==> config.mk <==
export PLATFORM = sky130hd
export DESIGN_NAME = seq_stream_prefetcher
export DESIGN_NICKNAME = d
export VERILOG_FILES = /design/src/rtl/spf_pkg.sv /design/src/rtl/spf_entry.sv /design/src/rtl/spf_ctrl.sv /design/src/rtl/seq_stream_prefetcher.sv
export SDC_FILE = /design/constraint.sdc
export NUM_CORES = 1
export LEC_CHECK = 0
export BUFFER_PORTS_ARGS = -buffer_cell sky130_fd_sc_hd__buf_2
export CAP_MARGIN = 10
export CORE_UTILIZATION = 33
export DETAILED_ROUTE_END_ITERATION = 10
export GPL_TIMING_DRIVEN = 0
export PLACE_DENSITY_LB_ADDON = 0.12
export SLEW_MARGIN = 20
export SYNTH_ARGS = -nofsm -noshare
export SYNTH_HDL_FRONTEND = slang
export SYNTH_SLANG_ARGS = --single-unit
==> constraint.sdc <==
create_clock -name clk -period 3 [get_ports clk]
set_clock_uncertainty 0.1 [all_clocks]
set_input_delay 0.15 -clock clk [delete_from_list [all_inputs] [get_ports clk]]
set_output_delay 0.15 -clock clk [all_outputs]
set_load 0.05 [all_outputs]
==> src/rtl/spf_pkg.sv <==
package spf_pkg;
  typedef enum logic [2:0] {
    ST_IDLE  = 3'd0,
    ST_DRAIN = 3'd1,
    ST_DREQ  = 3'd2,
    ST_DWAIT = 3'd3,
    ST_BWAIT = 3'd4,
    ST_FILL  = 3'd5,
    ST_PREQ  = 3'd6
  } spf_state_e;
endpackage

==> src/rtl/spf_entry.sv <==
module spf_entry #(
  parameter int ADDR_W = 16,
  parameter int DATA_W = 32
) (
  input  logic              clk,
  input  logic              rst_n,
  input  logic [ADDR_W-1:0] look_addr,
  input  logic              clr,
  input  logic              alloc,
  input  logic [ADDR_W-1:0] alloc_addr,
  input  logic              rsp_valid,
  input  logic [DATA_W-1:0] rsp_data,
  output logic              hit,
  output logic              pend,
  output logic [DATA_W-1:0] data
);
  logic              valid_q;
  logic              pend_q;
  logic [ADDR_W-1:0] addr_q;
  logic [DATA_W-1:0] data_q;

  always_ff @(posedge clk) begin
    if (!rst_n) begin
      valid_q <= 1'b0;
      pend_q  <= 1'b0;
      addr_q  <= '0;
      data_q  <= '0;
    end else begin
      if (alloc) begin
        valid_q <= 1'b1;
        pend_q  <= 1'b1;
        addr_q  <= alloc_addr;
      end else begin
        if (clr) valid_q <= 1'b0;
        if (rsp_valid && pend_q) begin
          pend_q <= 1'b0;
          data_q <= rsp_data;
        end
      end
    end
  end

  assign hit  = valid_q && (addr_q == look_addr);
  assign pend = pend_q;
  assign data = data_q;

  AST_ALLOC_NO_OUTSTANDING: assert property (@(posedge clk) disable iff (!rst_n)
    alloc |-> !pend_q);
endmodule

==> src/rtl/spf_ctrl.sv <==
module spf_ctrl
  import spf_pkg::*;
#(
  parameter int ADDR_W = 16,
  parameter int DATA_W = 32
) (
  input  logic              clk,
  input  logic              rst_n,
  input  logic              miss_valid,
  output logic              miss_ready,
  input  logic [ADDR_W-1:0] miss_addr,
  input  logic              buf_hit,
  input  logic              buf_pend,
  input  logic [DATA_W-1:0] buf_data,
  output logic              buf_clr,
  output logic              buf_alloc,
  output logic [ADDR_W-1:0] buf_alloc_addr,
  output logic              mem_req_valid,
  input  logic              mem_req_ready,
  output logic [ADDR_W-1:0] mem_req_addr,
  input  logic              rsp_valid,
  input  logic [DATA_W-1:0] rsp_data,
  output logic              fill_valid,
  input  logic              fill_ready,
  output logic [ADDR_W-1:0] fill_addr,
  output logic [DATA_W-1:0] fill_data,
  output logic              fill_from_buf
);
  spf_state_e        st_q;
  logic [ADDR_W-1:0] cur_q;
  logic [DATA_W-1:0] fdata_q;
  logic              fsrc_q;
  logic              miss_fire;
  logic [ADDR_W-1:0] next_addr;

  assign miss_ready = (st_q == ST_IDLE);
  assign miss_fire  = miss_valid && miss_ready;
  assign next_addr  = cur_q + ADDR_W'(1);

  always_ff @(posedge clk) begin
    if (!rst_n) begin
      st_q    <= ST_IDLE;
      cur_q   <= '0;
      fdata_q <= '0;
      fsrc_q  <= 1'b0;
    end else begin
      unique case (st_q)
        ST_IDLE: if (miss_fire) begin
          cur_q <= miss_addr;
          if (buf_hit) begin
            fsrc_q <= 1'b1;
            if (!buf_pend) begin
              fdata_q <= buf_data;
              st_q    <= ST_FILL;
            end else if (rsp_valid) begin
              fdata_q <= rsp_data;
              st_q    <= ST_FILL;
            end else begin
              st_q <= ST_BWAIT;
            end
          end else begin
            fsrc_q <= 1'b0;
            st_q   <= (buf_pend && !rsp_valid) ? ST_DRAIN : ST_DREQ;
          end
        end
        ST_DRAIN: if (rsp_valid) st_q <= ST_DREQ;
        ST_DREQ:  if (mem_req_ready) st_q <= ST_DWAIT;
        ST_DWAIT: if (rsp_valid) begin
          fdata_q <= rsp_data;
          st_q    <= ST_FILL;
        end
        ST_BWAIT: if (rsp_valid) begin
          fdata_q <= rsp_data;
          st_q    <= ST_FILL;
        end
        ST_FILL:  if (fill_ready) st_q <= ST_PREQ;
        ST_PREQ:  if (mem_req_ready) st_q <= ST_IDLE;
        default:  st_q <= ST_IDLE;
      endcase
    end
  end

  assign buf_clr        = miss_fire && !buf_hit;
  assign mem_req_valid  = (st_q == ST_DREQ) || (st_q == ST_PREQ);
  assign mem_req_addr   = (st_q == ST_PREQ) ? next_addr : cur_q;
  assign buf_alloc      = (st_q == ST_PREQ) && mem_req_ready;
  assign buf_alloc_addr = next_addr;
  assign fill_valid     = (st_q == ST_FILL);
  assign fill_addr      = cur_q;
  assign fill_data      = fdata_q;
  assign fill_from_buf  = fsrc_q;

  AST_REQ_HOLD: assert property (@(posedge clk) disable iff (!rst_n)
    (mem_req_valid && !mem_req_ready) |=> (mem_req_valid && $stable(mem_req_addr)));
  AST_FILL_HOLD: assert property (@(posedge clk) disable iff (!rst_n)
    (fill_valid && !fill_ready) |=> (fill_valid && $stable(fill_addr) && $stable(fill_data)));
  AST_PREFETCH_AFTER_FILL: assert property (@(posedge clk) disable iff (!rst_n)
    (fill_valid && fill_ready) |=> mem_req_valid);
  AST_MISS_CLOSES: assert property (@(posedge clk) disable iff (!rst_n)
    miss_fire |=> !miss_ready);
endmodule

==> src/rtl/seq_stream_prefetcher.sv <==
module seq_stream_prefetcher #(
  parameter int ADDR_W = 16,
  parameter int DATA_W = 32
) (
  input  logic              clk,
  input  logic              rst_n,
  input  logic              miss_valid,
  output logic              miss_ready,
  input  logic [ADDR_W-1:0] miss_addr,
  output logic              mem_req_valid,
  input  logic              mem_req_ready,
  output logic [ADDR_W-1:0] mem_req_addr,
  input  logic              mem_rsp_valid,
  input  logic [DATA_W-1:0] mem_rsp_data,
  output logic              fill_valid,
  input  logic              fill_ready,
  output logic [ADDR_W-1:0] fill_addr,
  output logic [DATA_W-1:0] fill_data,
  output logic              fill_from_buf
);
  logic              buf_hit, buf_pend, buf_clr, buf_alloc;
  logic [DATA_W-1:0] buf_data;
  logic [ADDR_W-1:0] buf_alloc_addr;

  spf_entry #(.ADDR_W(ADDR_W), .DATA_W(DATA_W)) u_entry (
    .clk        (clk),
    .rst_n      (rst_n),
    .look_addr  (miss_addr),
    .clr        (buf_clr),
    .alloc      (buf_alloc),
    .alloc_addr (buf_alloc_addr),
    .rsp_valid  (mem_rsp_valid),
    .rsp_data   (mem_rsp_data),
    .hit        (buf_hit),
    .pend       (buf_pend),
    .data       (buf_data)
  );

  spf_ctrl #(.ADDR_W(ADDR_W), .DATA_W(DATA_W)) u_ctrl (
    .clk            (clk),
    .rst_n          (rst_n),
    .miss_valid     (miss_valid),
    .miss_ready     (miss_ready),
    .miss_addr      (miss_addr),
    .buf_hit        (buf_hit),
    .buf_pend       (buf_pend),
    .buf_data       (buf_data),
    .buf_clr        (buf_clr),
    .buf_alloc      (buf_alloc),
    .buf_alloc_addr (buf_alloc_addr),
    .mem_req_valid  (mem_req_valid),
    .mem_req_ready  (mem_req_ready),
    .mem_req_addr   (mem_req_addr),
    .rsp_valid      (mem_rsp_valid),
    .rsp_data       (mem_rsp_data),
    .fill_valid     (fill_valid),
    .fill_ready     (fill_ready),
    .fill_addr      (fill_addr),
    .fill_data      (fill_data),
    .fill_from_buf  (fill_from_buf)
  );

  AST_FILL_SRC_HIT: assert property (@(posedge clk) disable iff (!rst_n)
    (miss_valid && miss_ready && buf_hit) |=> !mem_req_valid);
endmodule

# Word level (Yosys, flattened, before mapping)
# Cells that the tools add are included.
dict set report classes {
  mux 22
  addsub 1
  reduce_logical 18
  bitwise 1
  eq_ne 14
}
# operator count
set ops {}
lappend ops {{32-bit two-way mux} 4}
lappend ops {{32-bit one-hot mux with 2 select lines} 1}
lappend ops {{3-bit two-way mux} 8}
lappend ops {{3-bit one-hot mux with 6 select lines} 1}
lappend ops {{16-bit by 1-bit adder with 16-bit output (second input constant)} 1}
lappend ops {{16-bit == test} 1}
lappend ops {{16-bit two-way mux} 1}
lappend ops {{2-bit != test (second input constant)} 5}
lappend ops {{3-bit == test (second input constant)} 3}
lappend ops {{3-bit by 2-bit == test with 1-bit output (second input constant)} 2}
lappend ops {{1-bit logical AND} 6}
lappend ops {{1-bit two-way mux} 6}
lappend ops {{6-bit AND reduction} 1}
lappend ops {{2-bit nonzero test} 3}
lappend ops {{2-bit by 1-bit != test with 1-bit output (second input constant)} 2}
lappend ops {{2-bit AND reduction} 2}
lappend ops {{3-bit by 1-bit == test with 1-bit output (second input constant)} 1}
lappend ops {{3-bit zero test} 1}
lappend ops {{3-bit AND reduction} 1}
lappend ops {{1-bit zero test} 2}
lappend ops {{2-bit two-way mux} 1}
lappend ops {{2-bit OR reduction} 1}
lappend ops {{1-bit logical OR} 1}
lappend ops {{1-bit NOT} 1}
dict set report totals {
  input_bits 54
  regBits 102
  word_cells 64
}

# Depth between registers and ports, before layout
dict set report depth {
  depth_word 6
  depth_mapped 9
  ltp_nobuf 7
}

# Cells and area by module
# Synthesis repeated with hierarchy kept, for this count alone.
dict set report hier_totals {
  cells_unflattened 580
  area_unflattened_um2 4961.0
}
# module area_each_um2 instances seq_area_each_um2 cells_per_inst
set modules_own_cells {}
lappend modules_own_cells {spf_ctrl 2912.8 1 1041.0 359}
lappend modules_own_cells {spf_entry 2048.2 1 1001.0 221}

# Worst setup path after synthesis
# No wires, ideal clock.
dict set report synth_path {
  path_kind {flip-flop to output port}
  startpoint {reg u_ctrl.cur_q[0], in the netlist u_ctrl.fill_addr[0]}
  endpoint {out mem_req_addr[14]}
  path_buffers 0
  arrival_time_ns 3.004
  stages_incl_launch_ff 8
  slack_ns -0.254
  cell_sequence {dfxtp_1 > ha_1 > and3_1 > nand3_1 > nor4_1 > and2_1 > nand3_1 > xnor2_1}
}
dict set report synth_between {
  elab_chain_len 2
}
# element line
set synth_rtl {}
lappend synth_rtl {{start, declared} spf_ctrl.sv:30} ;# logic [ADDR_W-1:0] cur_q;
lappend synth_rtl {{start signal, assigned} spf_ctrl.sv:49} ;# cur_q <= miss_addr;
lappend synth_rtl {{16-bit by 1-bit adder with 16-bit output} spf_ctrl.sv:38} ;# assign next_addr = cur_q + ADDR_W'(1);
lappend synth_rtl {{16-bit two-way mux} spf_ctrl.sv:85} ;# assign mem_req_addr = (st_q == ST_PREQ) ? next_addr : cur_q;
lappend synth_rtl {{end, declared} seq_stream_prefetcher.sv:12} ;# output logic [ADDR_W-1:0] mem_req_addr,
# Every way passes these cells.

# Worst setup path in the final report
dict set report layout_path {
  startpoint {reg u_ctrl.cur_q[1], in the netlist u_ctrl.fill_addr[1]}
  endpoint {out mem_req_addr[14]}
}
# The elaborated chain is that of the path after synthesis.

==> results by group <==
CTS
  • Clk sinks: 102
  • Num CTS Buffers: 9
  • Reg clk slew, reported paths: around 0.07 ns
  • Worst skew pair latency: 0.35 ns
  • Clk root buf: clkbuf_16
  • H-tree levels: 3
  • CTS tree: yes
  • Clk buf depth: 2

Placed design
  • DP HPWL: 10500 µm
  • Place WS: -0.0159 ns
  • Port bufs: 121
  • GPL Wtd Cong: 0.807
  • DP Cell Count: 943

Synth
  • Simple-gate share of the synthesized area: 0.212
  • Top-count cell post-synth: nand2_1
  • Syn_area_per_cell: 7.74 µm²
  • Synthesized area: 0.00494 mm²
  • Most area-consuming cells after synthesis: dfxtp_1 41%, nand2_1 13%, mux2i_1 6.7%
  • Area fraction in compound gates after synthesis: 0.174
  • Synthesized Nets: between 600 and 700
  • Most frequent cells after synthesis: 176 x nand2_1, 102 x dfxtp_1, 60 x a21oi_1
  • Post-synthesis instance total: 638
  • Sequential share of the synthesized area: 0.413
  • Main combinational cell family by area after synthesis: simple AND/OR/NAND/NOR gates
  • Xor and xnor fraction of the mapped netlist area: 0.0815
  • YS warnings: 0
  • Synth Register Bits: 102
  • Area share of the largest cell type after synthesis: 0.413
  • Area leader, netlist: dfxtp_1
  • Post-synthesis mux area share: 0.0691
  • FFs w/ async S/R, synth: 0
  • Top_reg_cell synth: dfxtp_1
  • Number of synthesized flops with an enable pin: 0
  • Synth cell types: 39
  • Adder-Cell Fraction of Synth Area: 0.00253

Timing
  • Final max-slew violation count: 0
  • Hold Vio Cnt, Final: 0
  • Setup Viol. Count Final: 0
  • RSZ-0062 raised after global routing: no
  • Worst slew margin: 0.479
  • Hold_ws: 0.124 ns
  • Worst-Margin Slew: 0.782 ns
  • Post-layout minimum cycle time: approximately 2.8 ns
  • Crit share post-route: 0.931
  • Fmax: 358 MHz
  • Min setup slack post-route: 0.207 ns

Detailed routing
  • First-pass DRT Iterations: 4
  • Vias per inst: 4.98
  • Vias: roughly 5000
  • Routed length per placed instance: 15.2 µm
  • WL final: 15300 µm
  • DRT antenna net count: 0
  • Drt initial violations: 252
  • Number of remaining DRC errors: 0

Worst setup path
  • Crit path cell chain: ha_1 -> and3_1 -> nand3_2 -> nor4_4 -> and2_1 -> nand3_1 -> xnor2_2 -> buf_2
  • Worst Path Required: 2.75 ns
  • Levels on crit path: 8
  • Crit start category: register
  • Critical path type: reg -> out
  • CP top delay family: simple AND/OR/NAND/NOR gates
  • Worst path slowest cell: dfxtp_1
  • Crit path largest cell delay: about 0.4 ns
  • R2r worst-path depth: 8
  • Setup crit end kind: output pin
  • Worst Path Arrival: 2.54 ns
  • Critical path fanouts, max: 7
  • Worst path bufs/invs: 1

Worst hold path
  • Hold-critical path depth: 4
  • Min-Delay Path Class: in -> reg

Global route
  • Vias in the first global route: 4762
  • Global-route wire length before repair: ~24000 µm
  • Total global routing overflow: 0
  • Total global-route track usage: 0.196
  • Initial antenna violation count: 0
  • Largest net degree at the start of global routing: 18

Outcome
  • Status: completed

Die
  • I/O Pins: 122
  • DIE AREA: approximately 0.015 mm²
  • Starting Density: 0.339
  • Die H: 124 µm
  • Row cnt: 44
  • Die width: 124 µm
  • Core footprint: 0.0146 mm²

Cells and area
  • Final #Nets: a little under 900
  • Antenna cells: 0
  • Layout cells sized above 1: 0.193
  • Finished Layout Cells: just over 1000
  • Area Overhead vs Synth: 34.1%

Power
  • Total power: 3680 µW
  • VDD IR max: between 0.3 and 0.4 mV
  • Power Density: 555 mW/mm²
  • Leakage power: 0.00266 µW

Job
  • Max-Cap Viols: 0
[metal layers]
metal,vias to the layer above,global-route usage,part of all wire
met5,-,0,0
met4,0,0.0751,0.017
met3,17,0.0271,0.040
met2,144,0.320,0.47
met1,2328,0.260,0.47
li1,2533,-,-
[placed cells by master, fill, tap and decap left out, types with 2 or more instances in the layout]
master,count
nand2_1,176
buf_2,126
dfxtp_1,101
a21oi_1,59
dlygate4sd3_1,48
o21ai_0,40
clkbuf_1,38
mux2i_1,33
o22ai_1,30
nor2_1,27
xor2_1,27
xnor2_1,17
a211oi_1,10
clkbuf_16,9
nand3_1,8
nor3_1,8
nor4_1,6
inv_1,5
buf_1,4
and3_1,4
nand4_1,4
and2_1,3
buf_6,3
nor3_2,2
nor3b_1,2
nand2b_1,2
a31oi_1,2
o22ai_2,2
clkinvlp_4,2
[power breakdown]
| part | internal (µW) | total [µW] | switching [µW] | leakage (µW) |
|---|---|---|---|---|
| combinational | 298 | 989 | 691 | 0.00169 |
| clock | 676 | 1230 | 555 | 0.000147 |
| sequential | 1410 | 1450 | 48.0 | 0.000825 |
[worst min-delay path, cell delays in order]
cell     delay, ns
buf_2         0.14
o31ai_1       0.08
a211o_1       0.10
o21ai_0       0.06
[final timing paths]
| path | slack [ns] | endpoint | start |
|---|---|---|---|
| setup / recovery | 0.21 | mem_req_addr[14] | u_ctrl.fill_addr[1] |
| hold / removal | 0.12 | u_ctrl.st_q[0] | rst_n |
| setup reg to reg | 0.34 | u_entry.data[19] | u_ctrl.st_q[2] |
| hold reg to reg | 0.35 | u_entry.data[2] | u_entry.data[2] |
[flip-flops by register name, indices dropped and copies added, names as in the netlist]
signal and flops:
u_entry.data 32, u_ctrl.st_q 3, u_entry.addr_q 16, u_ctrl.fill_data 32, u_ctrl.fill_addr 16, u_entry.pend 1, u_entry.valid_q 1, u_ctrl.fill_from_buf 1
[through the flow]
stage | instance area [µm²] | utilization | setup TNS (ns)
5_1_grt | 6620 | 0.454 | 0
6_report | 6620 | 0.454 | 0
3_3_place_gp | 5800 | 0.397 | -0.0606
2_1_floorplan | 4960 | - | -0.00200
3_5_place_dp | 5800 | 0.397 | -0.0479
4_1_cts | 6610 | 0.453 | 0
[final cells by class]
cell class / instances / area (µm²)
fill: 1462 / 7970
multi-input combinational: 481 / 2710
sequential: 102 / 2040
timing repair buffer: 170 / 1090
clock buffer: 10 / 239
tap: 184 / 230
buffer: 50 / 216
clock inverter: 6 / 70.1
inverter: 5 / 18.8
[timing repair]
action	4_1_cts	5_1_grt
gates resized for setup	4	2
pin swaps	0	1
endpoints found under the hold margin	48	0
buffers inserted	0	1
setup endpoints to repair	29	8
hold buffers	48	0
[cells by family after synthesis]
logic type / count (synthesis)
xor gates and xnor gates: 46
DFF: 102
adders and majority gates: 1
AOI/OAI and AO/OA: 150
muxes: 34
and+or+nand+nor: 250
buffers and inverters: 55
(Power assumes the default switching activity.)
